## src/rtl/ledwall_scan_pkg.sv

```systemverilog
// Package: shared types for the LED wall row-scan controller.
// Assumes: sequencer states are one-hot-free binary encoded.
package ledwall_scan_pkg;

    typedef enum logic [2:0] {
        SCN_START = 3'd0,   // capture configuration for a new frame
        SCN_LOAD  = 3'd1,   // issue one frame-memory read per tile
        SCN_DRAIN = 3'd2,   // last read returns, last column load
        SCN_LIT   = 3'd3,   // row enabled for the hold time
        SCN_BLANK = 3'd4    // row blanked before the next one
    } scan_state_t;

endpackage

```

## src/rtl/ledwall_cfg_shadow.sv

```systemverilog
// Module: ledwall_cfg_shadow
// Clamps the tile count and the hold time and holds them stable for one frame.
// Assumes: capture is high for exactly one cycle per frame, before the first read.
module ledwall_cfg_shadow #(
    parameter int PAGE_W    = 8,
    parameter int HOLD_W    = 20,
    parameter int MAX_TILES = 240,
    parameter int HOLD_MAX  = 1000
) (
    input  logic              clk,
    input  logic              rst_n,
    input  logic              capture,
    input  logic [PAGE_W-1:0] cfg_tiles,
    input  logic [HOLD_W-1:0] cfg_hold,
    output logic [PAGE_W-1:0] tiles_q,
    output logic [HOLD_W-1:0] hold_q
);

    logic [PAGE_W-1:0] tiles_clamped;
    logic [HOLD_W-1:0] hold_clamped;

    // Clamp the requested tile count into 1 .. MAX_TILES.
    always_comb begin
        if (cfg_tiles == '0)
            tiles_clamped = PAGE_W'(1);
        else if (int'(cfg_tiles) > MAX_TILES)
            tiles_clamped = PAGE_W'(MAX_TILES);
        else
            tiles_clamped = cfg_tiles;
    end

    // Clamp the requested hold time into 1 .. HOLD_MAX.
    always_comb begin
        if (cfg_hold == '0)
            hold_clamped = HOLD_W'(1);
        else if (int'(cfg_hold) > HOLD_MAX)
            hold_clamped = HOLD_W'(HOLD_MAX);
        else
            hold_clamped = cfg_hold;
    end

    // Capture the clamped values at the frame boundary only.
    always_ff @(posedge clk) begin
        if (!rst_n) begin
            tiles_q <= PAGE_W'(1);
            hold_q  <= HOLD_W'(1);
        end else if (capture) begin
            tiles_q <= tiles_clamped;
            hold_q  <= hold_clamped;
        end
    end

    AST_TILES_RANGE: assert property (@(posedge clk) disable iff (!rst_n)
        (tiles_q != '0) && (int'(tiles_q) <= MAX_TILES));

    AST_HOLD_RANGE: assert property (@(posedge clk) disable iff (!rst_n)
        (hold_q != '0) && (int'(hold_q) <= HOLD_MAX));

    AST_CFG_STABLE: assert property (@(posedge clk) disable iff (!rst_n)
        !$past(capture) |-> ($stable(tiles_q) && $stable(hold_q)));

endmodule

```

## src/rtl/ledwall_scan_seq.sv

```systemverilog
// Module: ledwall_scan_seq
// Steps through frame start, tile loading, row hold and blanking for each row.
// Assumes: tiles and hold come from ledwall_cfg_shadow and are at least 1.
module ledwall_scan_seq
    import ledwall_scan_pkg::*;
#(
    parameter int ROWS   = 8,
    parameter int PAGE_W = 8,
    parameter int HOLD_W = 20,
    localparam int ROW_W = $clog2(ROWS)
) (
    input  logic                    clk,
    input  logic                    rst_n,
    input  logic [PAGE_W-1:0]       tiles,
    input  logic [HOLD_W-1:0]       hold,
    output logic                    capture,
    output logic                    rd_en,
    output logic [ROW_W+PAGE_W-1:0] rd_addr,
    output logic [PAGE_W-1:0]       rd_tile,
    output logic [ROW_W-1:0]        row,
    output logic                    lit,
    output logic                    frame_start
);

    scan_state_t       state_q, state_d;
    logic [ROW_W-1:0]  row_q, row_d;
    logic [PAGE_W-1:0] tile_q, tile_d;
    logic [HOLD_W-1:0] hold_cnt_q, hold_cnt_d;
    logic              last_tile;
    logic              last_row;
    logic              hold_done;

    assign last_tile = (tile_q == tiles - PAGE_W'(1));
    assign last_row  = (row_q == ROW_W'(ROWS - 1));
    assign hold_done = (hold_cnt_q == hold);

    // Next-state and counter update for the scan sequence.
    always_comb begin
        state_d    = state_q;
        row_d      = row_q;
        tile_d     = tile_q;
        hold_cnt_d = hold_cnt_q;
        unique case (state_q)
            SCN_START: begin
                row_d   = '0;
                tile_d  = '0;
                state_d = SCN_LOAD;
            end
            SCN_LOAD: begin
                if (last_tile) begin
                    tile_d  = '0;
                    state_d = SCN_DRAIN;
                end else begin
                    tile_d = tile_q + PAGE_W'(1);
                end
            end
            SCN_DRAIN: begin
                hold_cnt_d = HOLD_W'(1);
                state_d    = SCN_LIT;
            end
            SCN_LIT: begin
                if (hold_done)
                    state_d = SCN_BLANK;
                else
                    hold_cnt_d = hold_cnt_q + HOLD_W'(1);
            end
            SCN_BLANK: begin
                if (last_row) begin
                    state_d = SCN_START;
                end else begin
                    row_d   = row_q + ROW_W'(1);
                    state_d = SCN_LOAD;
                end
            end
            default: state_d = SCN_START;
        endcase
    end

    // State and counter registers.
    always_ff @(posedge clk) begin
        if (!rst_n) begin
            state_q    <= SCN_START;
            row_q      <= '0;
            tile_q     <= '0;
            hold_cnt_q <= '0;
        end else begin
            state_q    <= state_d;
            row_q      <= row_d;
            tile_q     <= tile_d;
            hold_cnt_q <= hold_cnt_d;
        end
    end

    // Decode the current state into the outputs.
    always_comb begin
        capture     = (state_q == SCN_START);
        rd_en       = (state_q == SCN_LOAD);
        rd_addr     = {row_q, tile_q};
        rd_tile     = tile_q;
        row         = row_q;
        lit         = (state_q == SCN_LIT);
        frame_start = (state_q == SCN_LOAD) && (row_q == '0) && (tile_q == '0);
    end

    AST_READ_IN_PAGE: assert property (@(posedge clk) disable iff (!rst_n)
        rd_en |-> (rd_addr[PAGE_W-1:0] < tiles));

    AST_HOLD_WINDOW: assert property (@(posedge clk) disable iff (!rst_n)
        lit |-> (hold_cnt_q <= hold));

    AST_FRAME_AT_ZERO: assert property (@(posedge clk) disable iff (!rst_n)
        frame_start |-> (rd_en && rd_addr == '0 && $past(capture)));

endmodule

```

## src/rtl/ledwall_col_pipe.sv

```systemverilog
// Module: ledwall_col_pipe
// Aligns the column-latch strobe and tile index with the memory's read data.
// Assumes: the frame memory returns data exactly one cycle after a read.
module ledwall_col_pipe #(
    parameter int PAGE_W = 8,
    parameter int DATA_W = 8
) (
    input  logic              clk,
    input  logic              rst_n,
    input  logic              rd_en,
    input  logic [PAGE_W-1:0] rd_tile,
    input  logic [DATA_W-1:0] mem_rd_data,
    output logic              col_load,
    output logic [PAGE_W-1:0] col_sel,
    output logic [DATA_W-1:0] col_data
);

    logic              load_q;
    logic [PAGE_W-1:0] sel_q;

    // Delay the read strobe and tile index by the memory latency.
    always_ff @(posedge clk) begin
        if (!rst_n) begin
            load_q <= 1'b0;
            sel_q  <= '0;
        end else begin
            load_q <= rd_en;
            sel_q  <= rd_tile;
        end
    end

    // Present memory data only while a load is active.
    always_comb begin
        col_load = load_q;
        col_sel  = sel_q;
        col_data = load_q ? mem_rd_data : '0;
    end

    AST_SEL_FIRST: assert property (@(posedge clk) disable iff (!rst_n)
        (col_load && !$past(col_load)) |-> (col_sel == '0));

    AST_SEL_STEP: assert property (@(posedge clk) disable iff (!rst_n)
        (col_load && $past(col_load)) |-> (col_sel == $past(col_sel) + PAGE_W'(1)));

    AST_LOAD_FOLLOWS_READ: assert property (@(posedge clk) disable iff (!rst_n)
        rd_en |=> col_load);

endmodule

```

## src/rtl/ledwall_row_drv.sv

```systemverilog
// Module: ledwall_row_drv
// Decodes the active row into the one-hot row latch pattern.
// Assumes: lit is high only during the hold window of a row.
module ledwall_row_drv #(
    parameter int ROWS  = 8,
    localparam int ROW_W = $clog2(ROWS)
) (
    input  logic             clk,
    input  logic             rst_n,
    input  logic             lit,
    input  logic [ROW_W-1:0] row,
    output logic [ROWS-1:0]  row_drive
);

    // One decoder bit per scan line.
    for (genvar i = 0; i < ROWS; i++) begin : g_row
        assign row_drive[i] = lit && (row == ROW_W'(i));
    end

    AST_ROW_ONEHOT: assert property (@(posedge clk) disable iff (!rst_n)
        $onehot0(row_drive));

    AST_ROW_GAP: assert property (@(posedge clk) disable iff (!rst_n)
        ((row_drive != '0) && ($past(row_drive) != '0)) |-> (row_drive == $past(row_drive)));

endmodule

```

## src/rtl/ledwall_scan_ctrl.sv

```systemverilog
// Module: ledwall_scan_ctrl (top)
// Row-scan controller for a tiled LED wall: loads all column latches of a row
// from frame memory, then lights that row for a held time, then blanks it.
// Assumes: frame memory has a one-cycle synchronous read, and the byte for
// tile t, row r sits at address r*256 + t.
module ledwall_scan_ctrl #(
    parameter int ROWS           = 8,
    parameter int PAGE_W         = 8,
    parameter int DATA_W         = 8,
    parameter int HOLD_W         = 20,
    parameter int MAX_TILES      = 240,
    parameter int CLK_HZ         = 250_000_000,
    parameter int MIN_REFRESH_HZ = 51,
    localparam int ROW_W         = $clog2(ROWS)
) (
    input  logic                    clk,
    input  logic                    rst_n,
    input  logic [PAGE_W-1:0]       cfg_tiles,
    input  logic [HOLD_W-1:0]       cfg_hold,
    output logic                    mem_rd_en,
    output logic [ROW_W+PAGE_W-1:0] mem_rd_addr,
    input  logic [DATA_W-1:0]       mem_rd_data,
    output logic                    col_load,
    output logic [PAGE_W-1:0]       col_sel,
    output logic [DATA_W-1:0]       col_data,
    output logic [ROWS-1:0]         row_drive,
    output logic                    frame_start
);

    // Cycles one row may take so that a full frame meets the refresh minimum.
    localparam int ROW_BUDGET = CLK_HZ / MIN_REFRESH_HZ / ROWS;
    // Per row: tiles + drain + blank, plus the frame-start cycle counted per row.
    localparam int HOLD_MAX   = ROW_BUDGET - MAX_TILES - 3;

    logic [PAGE_W-1:0] tiles_q;
    logic [HOLD_W-1:0] hold_q;
    logic              capture;
    logic [PAGE_W-1:0] rd_tile;
    logic [ROW_W-1:0]  row;
    logic              lit;

    ledwall_cfg_shadow #(
        .PAGE_W    (PAGE_W),
        .HOLD_W    (HOLD_W),
        .MAX_TILES (MAX_TILES),
        .HOLD_MAX  (HOLD_MAX)
    ) cfg_i (
        .clk       (clk),
        .rst_n     (rst_n),
        .capture   (capture),
        .cfg_tiles (cfg_tiles),
        .cfg_hold  (cfg_hold),
        .tiles_q   (tiles_q),
        .hold_q    (hold_q)
    );

    ledwall_scan_seq #(
        .ROWS   (ROWS),
        .PAGE_W (PAGE_W),
        .HOLD_W (HOLD_W)
    ) seq_i (
        .clk         (clk),
        .rst_n       (rst_n),
        .tiles       (tiles_q),
        .hold        (hold_q),
        .capture     (capture),
        .rd_en       (mem_rd_en),
        .rd_addr     (mem_rd_addr),
        .rd_tile     (rd_tile),
        .row         (row),
        .lit         (lit),
        .frame_start (frame_start)
    );

    ledwall_col_pipe #(
        .PAGE_W (PAGE_W),
        .DATA_W (DATA_W)
    ) col_i (
        .clk         (clk),
        .rst_n       (rst_n),
        .rd_en       (mem_rd_en),
        .rd_tile     (rd_tile),
        .mem_rd_data (mem_rd_data),
        .col_load    (col_load),
        .col_sel     (col_sel),
        .col_data    (col_data)
    );

    ledwall_row_drv #(
        .ROWS (ROWS)
    ) row_i (
        .clk       (clk),
        .rst_n     (rst_n),
        .lit       (lit),
        .row       (row),
        .row_drive (row_drive)
    );

    AST_DARK_WHILE_LOADING: assert property (@(posedge clk) disable iff (!rst_n)
        col_load |-> (row_drive == '0));

    AST_LIGHT_AFTER_LOADS: assert property (@(posedge clk) disable iff (!rst_n)
        ($rose(row_drive != '0)) |-> $past(col_load));

endmodule

```

## config.mk

```make
export PLATFORM = sky130hd
export DESIGN_NAME = ledwall_scan_ctrl
export DESIGN_NICKNAME = d
export VERILOG_FILES = /design/src/rtl/ledwall_scan_pkg.sv /design/src/rtl/ledwall_cfg_shadow.sv /design/src/rtl/ledwall_scan_seq.sv /design/src/rtl/ledwall_col_pipe.sv /design/src/rtl/ledwall_row_drv.sv /design/src/rtl/ledwall_scan_ctrl.sv
export SDC_FILE = /design/constraint.sdc
export NUM_CORES = 1
export LEC_CHECK = 0
export CORE_AREA = 8 8 125 98
export CTS_CLUSTER_DIAMETER = 200
export DETAILED_ROUTE_END_ITERATION = 10
export DIE_AREA = 0 0 133 106
export PLACE_DENSITY = 0.74
export SETUP_SLACK_MARGIN = 0.2
export SLEW_MARGIN = 30
export SYNTH_ARGS = -nofsm -noshare
export SYNTH_HDL_FRONTEND = slang
export SYNTH_HIERARCHICAL = 1
export SYNTH_SLANG_ARGS = --single-unit
```

## constraint.sdc

```tcl
create_clock -name clk -period 2.25 [get_ports clk]
set_input_delay 0.45 -clock clk [delete_from_list [all_inputs] [get_ports clk]]
set_output_delay 0.45 -clock clk [all_outputs]
set_load 0.05 [all_outputs]
```

==> run summary, run 1 <==
Via Count = 3725
PortBufs = 75
num rows = 33
Tmin final = 2157 ps
Worst Clk Skew = 4.461 ps
Arr. time, crit path = 1710 ps
count of pins over their slew limit = 0
HP Start = cfg_i/hold_q[4]$_SDFFE_PN0P_
endpoints failing setup = 0
worst r2r src = cfg_i/tiles_q[2]$_SDFFE_PN0P_
post-synthesis area per instance = 8.895 sq um
vias in the first global route = 3552
Top FF cell, synth = dfxtp_1
Peak Freq = 463.7 MHz
worst skew pair latency = 330 ps
placer congestion estimate = 0.8829
reg2reg setup slack = 130 ps
CTS H-tree depth = 3
CP max stage delay = 430 ps
number of DRC markers in iteration 0 = 235
iteration count of the initial detailed-routing pass = 5
Reg clk slew, reported paths = 60 ps
IO Count = 76
CP max FO = 11
worst slew pin tran = 682.8 ps
Min-Delay Path Depth = 2
Root Driver = clkbuf_16
slowest stage cell on the critical path = or3b_4
critical path cell sequence = or3b_4, nor4_4, and4_4, buf_12
# diodes = 0
Area after DPL = 0.005095 sq mm
max_cap viols = 0
reg2reg end = seq_i/rd_tile[5]$_SDFFE_PN0P_
die area = 0.01410 sq mm
Die W = 133 microns
DR WL/cell = 15.80 microns
worst rel slew slack = 54.17%
status = completed
hold crit path type = reg -> reg
commonest cells after routing, fill and taps aside = dfxtp_1, clkdlybuf4s50_1, nand2_1, buf_4, xnor2_1
CP Launch Type = flip-flop
Synth Warn # = 6
Inserted Clock Buffers = 9
FF+latch count, synth = 71
initial antenna violation count = 0
Routed Antenna Nets = 0
hold endpoint = cfg_i/hold_q[4]$_SDFFE_PN0P_
Post-DP HPWL = 8041 microns
most common cell after layout, fill and taps aside = dfxtp_1
Initial Utilization = 38.23%
final WL = 10750 microns
sequential area share after synthesis = 35.59%
final instance area = 0.005542 sq mm
worst setup path category = reg -> out
cells on worst reg2reg path = 6
crit share post-route = 95.85%
CTS tree = built
Cell Pwr Density = 662.7 mW/mm^2
Cell variety after synth = 67
Global Route Usage Sum = 14.87%
global-route wire length before repair = 17460 microns
Post-synth EDFFs = 0
DRC = 0
Leak = 2.111 nW
Max clock buf depth = 2
nature of the critical path endpoint = output port
synthesized area = 0.003994 sq mm
Max IR drop VDD = 0.3948 mV
pin count of the biggest net entering global routing = 32
Setup TNS Final = 0 ps
Net Count, Synth = 494
routed vias/inst = 5.478
DIE HEIGHT = 106 microns
CP required = 1800 ps
area grow syn2layout = 38.75%
setup repair after global routing missed its margin = yes
share of layout cells above drive strength 1 = 20.56%
core area = 0.01045 sq mm
Nets = 580
# clock sinks = 71
Post-synth ARST share = 0%
Synth Instances = 449
gr ovfl total = 0
final hold viol count = 0
Post-CTS Hold Fix Bufs = 0
-- cells in the mapped netlist (all sizes together) (3+ instances only) --
master	number	area (sq um)
nand4	17	112.6
a31oi	8	65.06
o31ai	3	22.52
mux2i	6	60.06
and4b	3	33.78
inv	22	82.58
a21oi	18	90.09
nor2b	11	68.82
buf	21	143.9
nand2	35	133.9
or4	8	60.06
a22oi	9	67.56
o21ai	17	88.84
ha	7	87.58
o211ai	6	45.04
nor2	16	67.56
a32o	10	100.1
and3	8	55.05
a211oi	3	22.52
xnor2	27	236.5
dfxtp	71	1421
or3	10	62.56
and4bb	3	37.54
nor4	12	138.9
nand3	15	80.08
xor2	5	43.79
o22ai	4	25.02
nand2b	5	31.28
clkbuf	8	40.04
nor3	12	71.32
and2	22	137.6
-- worst max path at each step --
stage	endpoint	cells after the start	slack [ps]	startpoint
2_1_floorplan	row_drive[0]	4	210	seq_i/state_q[1]$_SDFFE_PN0P_
3_3_place_gp	cfg_i/hold_q[11]$_SDFFE_PN0P_	7	20	cfg_hold[18]
3_5_place_dp	cfg_i/hold_q[12]$_SDFFE_PN0P_	7	-60	cfg_hold[18]
4_1_cts	frame_start	4	70	seq_i/state_q[1]$_SDFFE_PN0P_
5_1_grt	frame_start	4	40	seq_i/state_q[1]$_SDFFE_PN0P_
6_report	frame_start	4	90	seq_i/state_q[1]$_SDFFE_PN0P_
-- power by group --
group | switching [mW] | total, mW | internal [mW]
combinational | 0.445 | 0.846 | 0.401
clock | 0.525 | 1.41 | 0.881
sequential | 0.0821 | 1.42 | 1.34
total | 1.05 | 3.67 | 2.62
-- logic make-up (layout without fill, tap and decap cells) --
group	count (synthesis)	after routing	share of synthesized area [%]
compound gates	98	98	17.89
xor+xnor	32	32	7.018
fa+ha+maj	7	7	2.193
buf+inv	51	141	6.673
flops	71	71	35.59
mux	7	7	1.786
simple gates	183	184	28.85
-- routing by layer --
metal / vias to the layer above / GRT usage (%) / routed length (microns)
li1: 1824 / - / -
met1: 1782 / 19.06 / 5015
met2: 109 / 24.11 / 5098
met3: 10 / 4.053 / 546
met4: 0 / 4.204 / 85
met5: - / 0 / 0
-- layout make-up --
type,instances,area [sq um]
fillers,923,4905
multi-input cells,328,2410
flip-flops and latches,71,1431
repair buffers,103,1144
clock buffers,10,239.0
well taps,140,175.2
inverters,22,82.58
clock inverters,6,60.06
-- what timing repair did --
item,4_1_cts,5_1_grt
setup endpoints to repair,22,30
pin swaps,3,10
cloned,1,0
resized for setup,15,22
setup buffers,2,3
-- stage by stage --
stage | std cells | setup WS (ps) | hold WS (ps) | total power [mW] | utilization [%]
2_1_floorplan | 449 | 211.9 | 431.4 | 1.931 | -
3_3_place_gp | 658 | 19.43 | 449.2 | 2.215 | 48.77
3_5_place_dp | 658 | -62.65 | 448.5 | 2.233 | 48.77
4_1_cts | 677 | 71.60 | 455.8 | 3.663 | 52.09
5_1_grt | 680 | 44.27 | 487.2 | 3.824 | 53.05
6_report | 680 | 93.37 | 461.4 | 3.672 | 53.05
-- state kept, by name (all words and copies together), names as in the netlist --
name              cells
seq_i/row             3
seq_i/state_q         3
cfg_i/tiles_q         8
cfg_i/hold_q         20
seq_i/hold_cnt_q     20
col_i/col_sel         8
seq_i/rd_tile         8
col_i/col_load        1
-- worst max-delay path: cells and delay by family (launching register included) --
family	cells	cell delay [ps]
flip-flops	1	370
AND/OR/NAND/NOR	3	870
buffers and inverters	1	130
(Power assumes the default switching activity.)
==> inputs of run 2 (changes only) <==
Clock period 2.25 ns to 2.18 ns, I/O delays scaled along.
==> run 2 against run 1 <==
  * Cell count is 1.2% higher
  * Die area is the same
  * Utilization rose by 1.8 points
  * Cell area up 3.5%
  * Worst hold slack worse by 7.6 ps
  * First-iteration DRC count fell by 8.1%
  * Critical path depth rose by 4
  * Total power grew 12%
  * Worst setup slack better by 1.1 ps
  * Clock-buffer cell count fell by 1
  * Clock power rose by 21%
  * Non-clock buffer count is 7 higher
  * Highest routed layer unchanged
==> run summary, run 2 (synthesized netlist as in run 1, its figures left out) <==
status = completed
Arr. time, crit path = 2300 ps (+590 ps)
crit share post-route = 95.67%
IO Count = 76 (unchanged)
DIE HEIGHT = 106 microns (unchanged)
count of pins over their slew limit = 0 (unchanged)
# clock sinks = 71 (unchanged)
DRC = 0 (unchanged)
CP max FO = 7 (-4)
vias in the first global route = 3799 (+7.0%)
routed vias/inst = 5.522 (+0.80%)
Min-Delay Path Depth = 2 (unchanged)
Inserted Clock Buffers = 9 (unchanged)
endpoints failing setup = 0 (unchanged)
gr ovfl total = 0 (unchanged)
Critical Path Source = cfg_i/tiles_q[0]$_SDFFE_PN1P_
final WL = 11780 microns (+9.6%)
number of DRC markers in iteration 0 = 216 (-8.1%)
# diodes = 0 (unchanged)
Peak Freq = 479.5 MHz
Area after DPL = 0.005137 sq mm (+0.83%)
PortBufs = 75 (unchanged)
worst setup path category = reg -> reg
commonest cells after routing, fill and taps aside = dfxtp_1, clkdlybuf4s50_1, buf_4, nand2_1, xnor2_1
worst r2r src = cfg_i/tiles_q[0]$_SDFFE_PN1P_
setup ws final = 94.47 ps (+1.100 ps)
CTS H-tree depth = 3 (unchanged)
worst skew pair latency = 340 ps (about the same)
setup repair after global routing missed its margin = yes
global-route wire length before repair = 18930 microns (+8.4%)
Post-CTS Hold Fix Bufs = 0 (unchanged)
placer congestion estimate = 0.8464 (-4.1%)
final hold viol count = 0 (unchanged)
Tmin final = 2086 ps
biggest regs = cfg_i/hold_q x20, seq_i/hold_cnt_q x20
Leak = 2.198 nW (+4.1%)
core area = 0.01045 sq mm (unchanged)
HP Start = cfg_i/hold_q[4]$_SDFFE_PN0P_
most common cell after layout, fill and taps aside = dfxtp_1
FILL cells = 871 (-5.6%)
Routed Antenna Nets = 0 (unchanged)
cells on worst reg2reg path = 8 (+2)
Setup TNS Final = 0 ps (unchanged)
Root Driver = clkbuf_16
Post-DP HPWL = 8268 microns (+2.8%)
Place WS = -110.2 ps (-47.50 ps)
reg2reg end = seq_i/rd_tile[5]$_SDFFE_PN0P_
nature of the critical path endpoint = flip-flop
Max IR drop VDD = 0.3930 mV (-0.45%)
Max clock buf depth = 2 (unchanged)
Initial Utilization = 38.23% (unchanged)
post-route insts no fill = 688 (+1.2%)
max_cap viols = 0 (unchanged)
CP required = 2400 ps (+600 ps)
Via Count = 3799 (+2.0%)
Layout Utilization = 54.89% (+1.8 points)
iteration count of the initial detailed-routing pass = 5 (unchanged)
worst rel slew slack = 64.78% (+11 points)
initial antenna violation count = 0 (unchanged)
pin count of the biggest net entering global routing = 32 (unchanged)
DR WL/cell = 17.13 microns (+8.4%)
Cell Pwr Density = 718.4 mW/mm^2 (+8.4%)
hold crit path type = reg -> reg
reg2reg setup slack = 90 ps (-40 ps)
CTS tree = built
die area = 0.01410 sq mm (unchanged)
CP Launch Type = flip-flop
Die W = 133 microns (unchanged)
worst slew pin tran = 526.6 ps (-156.2 ps)
final instance area = 0.005734 sq mm (+3.5%)
Worst Clk Skew = 5.383 ps (+0.9217 ps)
placed cells = 661 (+0.46%)
num rows = 33 (unchanged)
Nets = 588 (+1.4%)
area grow syn2layout = 43.58%
hold endpoint = cfg_i/hold_q[4]$_SDFFE_PN0P_
Reg clk slew, reported paths = 60 ps (about the same)
Global Route Usage Sum = 16.11% (+1.2 points)
share of layout cells above drive strength 1 = 24.45% (+3.9 points)
## run 2: cell count changes in the layout (fill, tap and decap cells not counted), sizes merged
cell and delta:
bufinv +2, clkbuf -1, and3 +1, clkdlybuf4s50 -4
clkinv -1, inv +1, dlygate4sd2 +3, buf +8
clkinvlp -1
## run 2: routing by layer
| metal | vias up | GRT usage, % | routed length, microns |
|---|---|---|---|
| li1 | 1839 | - | - |
| met1 | 1835 | 19.75 | 5104 |
| met2 | 111 | 27.56 | 5913 |
| met3 | 14 | 3.864 | 642 |
| met4 | 0 | 4.770 | 123 |
| met5 | - | 0 | 0 |
## run 2: metrics by stage
| step | hold slack (ps) | power, mW |
|---|---|---|
| 3_3_place_gp | 448.8 | 2.315 |
| 6_report | 453.8 | 4.120 |
| 2_1_floorplan | 431.4 | 2.001 |
| 5_1_grt | 470.2 | 4.266 |
| 3_5_place_dp | 446.3 | 2.339 |
| 4_1_cts | 454.2 | 4.090 |
## run 2: worst max-delay path by stage
| stage | slack (ps) | depth (start not counted) | endpoint |
|---|---|---|---|
| after floorplan | 160 | 4 | row_drive[0] |
| after global placement | 0.8 | 7 | cfg_i/hold_q[12]$_SDFFE_PN0P_ |
| after detailed placement | -110 | 7 | cfg_i/hold_q[2]$_SDFFE_PN0P_ |
| after CTS | 40 | 4 | frame_start |
| after global routing | 20 | 6 | seq_i/rd_tile[4]$_SDFFE_PN0P_ |
| final | 90 | 8 | seq_i/rd_tile[5]$_SDFFE_PN0P_ |
## run 2: area by class of cell
type / count / area (sq um) / share of cell area (%)
Multi-Input combinational cell: 329 / 2491 / 43.44
Sequential cell: 71 / 1438 / 25.07
Timing Repair Buffer: 110 / 1202 / 20.97
Clock buffer: 9 / 225.2 / 3.928
Tap cell: 140 / 175.2 / 3.055
Clock inverter: 7 / 120.1 / 2.095
Inverter: 22 / 82.58 / 1.440
## run 2: repair_timing
action                     CTS  global route
gates resized for setup     32            23
setup endpoints to repair   33            31
pin swaps                    9            17
gates cloned                 1             1
setup buffers                4             5
## run 2: worst max-delay path: stages, from the launching register on
cell and delay, ps:
dfxtp_2 330, inv_2 60, ha_4 130, or3b_4 400
nor4_4 190, o2111ai_2 140, a311o_4 430, a21boi_4 210
nor3_2 70
## run 2: report_power, final
group,switching (mW),internal (mW)
logic,0.501,0.454
registers,0.0839,1.38
clock network,0.580,1.12
==> inputs of run 3 (changes only) <==
Settings changed: CORE_AREA 8 8 125 98 to 5 5 122 95, DIE_AREA 0 0 133 106 to 0 0 127 100, TNS_END_PERCENT set to 10.
Clock period 2.18 ns to 2.52 ns, I/O delays scaled along.
==> run 3 against run 2 <==
  * Via count fell by 4.7%
  * Worst setup slack improved by 160 ps
  * Total power fell by 25%
  * Critical path depth did not move
  * Critical path type unchanged
  * Non-clock buffer count fell by 27
  * Sequential power fell by 13%
  * Combinational power fell by 30%
==> run summary, run 3 (synthesized netlist as in run 1, its figures left out) <==
status = completed
Cell Pwr Density = 595.5 mW/mm^2 (-17%)
max_cap viols = 0 (unchanged)
Global Route Usage Sum = 16.13% (about the same)
nature of the critical path endpoint = flip-flop
worst setup path category = reg -> reg
Via Count = 3620 (-4.7%)
biggest regs = cfg_i/hold_q x20, seq_i/hold_cnt_q x20
Min-Delay Path Depth = 2 (unchanged)
cells on worst reg2reg path = 8 (unchanged)
share of layout cells above drive strength 1 = 13.71% (-11 points)
Peak Freq = 441.4 MHz (-7.9%)
Setup TNS Final = 0 ps (unchanged)
sequential power share = 41.4% (+5.9 points)
Area after DPL = 0.004880 sq mm (-5.0%)
die area = 0.01270 sq mm (-9.9%)
worst slew pin tran = 601.0 ps (+74.40 ps)
Critical Path Source = cfg_i/tiles_q[0]$_SDFFE_PN1P_
# clock sinks = 71 (unchanged)
vias in the first global route = 3467 (-8.7%)
initial antenna violation count = 0 (unchanged)
crit share post-route = 89.90% (-5.8 points)
share of total power in combinational logic = 21.7% (-1.5 points)
Inserted Clock Buffers = 9 (unchanged)
HP Start = cfg_i/hold_q[4]$_SDFFE_PN0P_
IO Count = 76 (unchanged)
placer congestion estimate = 0.8624 (+1.9%)
switching share of power = 29.15% (+0.88 points)
worst r2r src = cfg_i/tiles_q[0]$_SDFFE_PN1P_
CTS H-tree depth = 3 (unchanged)
reg2reg setup slack = 250 ps (+160 ps)
Leak = 1.862 nW (-15%)
Clock power frac = 36.9% (-4.4 points)
hold crit path type = reg -> reg
routed vias/inst = 5.535 (+0.24%)
area grow syn2layout = 29.14%
pin count of the biggest net entering global routing = 32 (unchanged)
commonest cells after routing, fill and taps aside = dfxtp_1, clkdlybuf4s50_1, nand2_1, xnor2_1, inv_1
reg2reg end = seq_i/rd_tile[6]$_SDFFE_PN0P_
worst skew pair latency = 330 ps (about the same)
Routed Antenna Nets = 0 (unchanged)
area of the multi-input gates = 0.002325 sq mm (-6.7%)
Max IR drop VDD = 0.2830 mV (-28%)
CP Launch Type = flip-flop
DRC = 0 (unchanged)
Worst Clk Skew = 4.308 ps (-1.075 ps)
FILL cells = 939 (+7.8%)
Arr. time, crit path = 2470 ps (+170 ps)
hold_ws = 454.5 ps (+0.6600 ps)
most common cell after layout, fill and taps aside = dfxtp_1
critical path cell sequence = inv_1, ha_1, or3b_4, nor4_2, o2111ai_1, a311o_4, a21boi_2, nor3_1
CTS tree = built
CP max FO = 7 (unchanged)
count of pins over their slew limit = 0 (unchanged)
Post-DP HPWL = 7573 microns (-8.4%)
cell family with most CP delay = compound AO/OA/AOI/OAI gates
NetSw = 895.2 uW (-23%)
endpoints failing setup = 0 (unchanged)
Initial Utilization = 39.27% (+1.0 points)
core area = 0.01017 sq mm (-2.6%)
DIE HEIGHT = 100 microns (-5.7%)
Tmin final = 2265 ps (+179.8 ps)
gr ovfl total = 0 (unchanged)
# diodes = 0 (unchanged)
DR WL/cell = 15.76 microns (-8.0%)
num rows = 32 (-3.0%)
setup repair after global routing missed its margin = yes
CP required = 2720 ps (+320 ps)
Max clock buf depth = 2 (unchanged)
Reg clk slew, reported paths = 50 ps (about the same)
hold endpoint = cfg_i/hold_q[4]$_SDFFE_PN0P_
Post-CTS Hold Fix Bufs = 0 (unchanged)
Root Driver = clkbuf_16
Reg area = 0.001424 sq mm (-0.96%)
final WL = 10310 microns (-13%)
final instance area = 0.005157 sq mm (-10%)
Nets = 559 (-4.9%)
iteration count of the initial detailed-routing pass = 5 (unchanged)
WP buf/inv = 1 (unchanged)
CP max stage delay = 470 ps (+40 ps)
Die W = 127 microns (-4.5%)
number of DRC markers in iteration 0 = 263 (+22%)
slowest stage cell on the critical path = a311o_4
Pint = 2.176 mW (-26%)
PortBufs = 75 (unchanged)
global-route wire length before repair = 16820 microns (-11%)
worst rel slew slack = 59.93% (-4.9 points)
final hold viol count = 0 (unchanged)
==> run 3: cell type report <==
class | instances | area share [%]
clock buffers | 12 | 4.779
clock inverters | 3 | 0.3882
inverters | 22 | 1.601
multi-input cells | 327 | 45.08
flip-flops and latches | 71 | 27.61
well taps | 136 | 3.299
repair buffers | 83 | 17.25
==> run 3: repair_timing <==
item                       CTS  global route
cloned                       0             0
buffers inserted             0             0
setup endpoints to repair   10            20
resized for setup            3             3
pin swaps                    0             1
hold endpoints to repair     0             0
==> run 3: worst register-to-register path: stages (launching register included) <==
cell and delay (ps):
dfxtp_1 370, inv_1 90, ha_1 210, or3b_4 420, nor4_2 160, o2111ai_1 160, a311o_4 470, a21boi_2 200
nor3_1 70
==> run 3: routing by layer <==
layer	wire, microns	GRT usage (%)	up-vias
met3	726	4.255	16
li1	-	-	1781
met4	109	5.359	0
met5	0	0	-
met2	4832	26.10	131
met1	4640	21.03	1692
==> run 3: worst max-delay path by stage <==
stage	endpoint	depth (start not counted)	slack, ps
floorplan	seq_i/rd_tile[5]$_SDFFE_PN0P_	6	350
global placement	cfg_i/hold_q[2]$_SDFFE_PN0P_	6	130
detailed placement	cfg_i/hold_q[16]$_SDFFE_PN0P_	6	-30
CTS	row_drive[0]	4	190
global route	seq_i/rd_tile[5]$_SDFFE_PN0P_	8	140
finish	seq_i/rd_tile[6]$_SDFFE_PN0P_	8	250
==> run 3: power groups by stage <==
stage	Combinational, mW	Sequential, mW	Clock [mW]
final	0.667	1.27	1.13
after global routing	0.718	1.28	1.20
after CTS	0.660	1.27	1.16
after detailed placement	0.652	1.29	0
after global placement	0.639	1.29	0
after floorplan	0.432	1.29	0
==> run 3: stage by stage <==
stage,std cells,worst slack (ps),util [%],power (mW)
after CTS,654,192.2,50.63,3.088
after floorplan,449,345.9,-,1.724
after global routing,654,138.6,50.71,3.201
after detailed placement,639,-29.85,47.98,1.944
after global placement,639,126.1,47.98,1.930
final,654,254.6,50.71,3.071
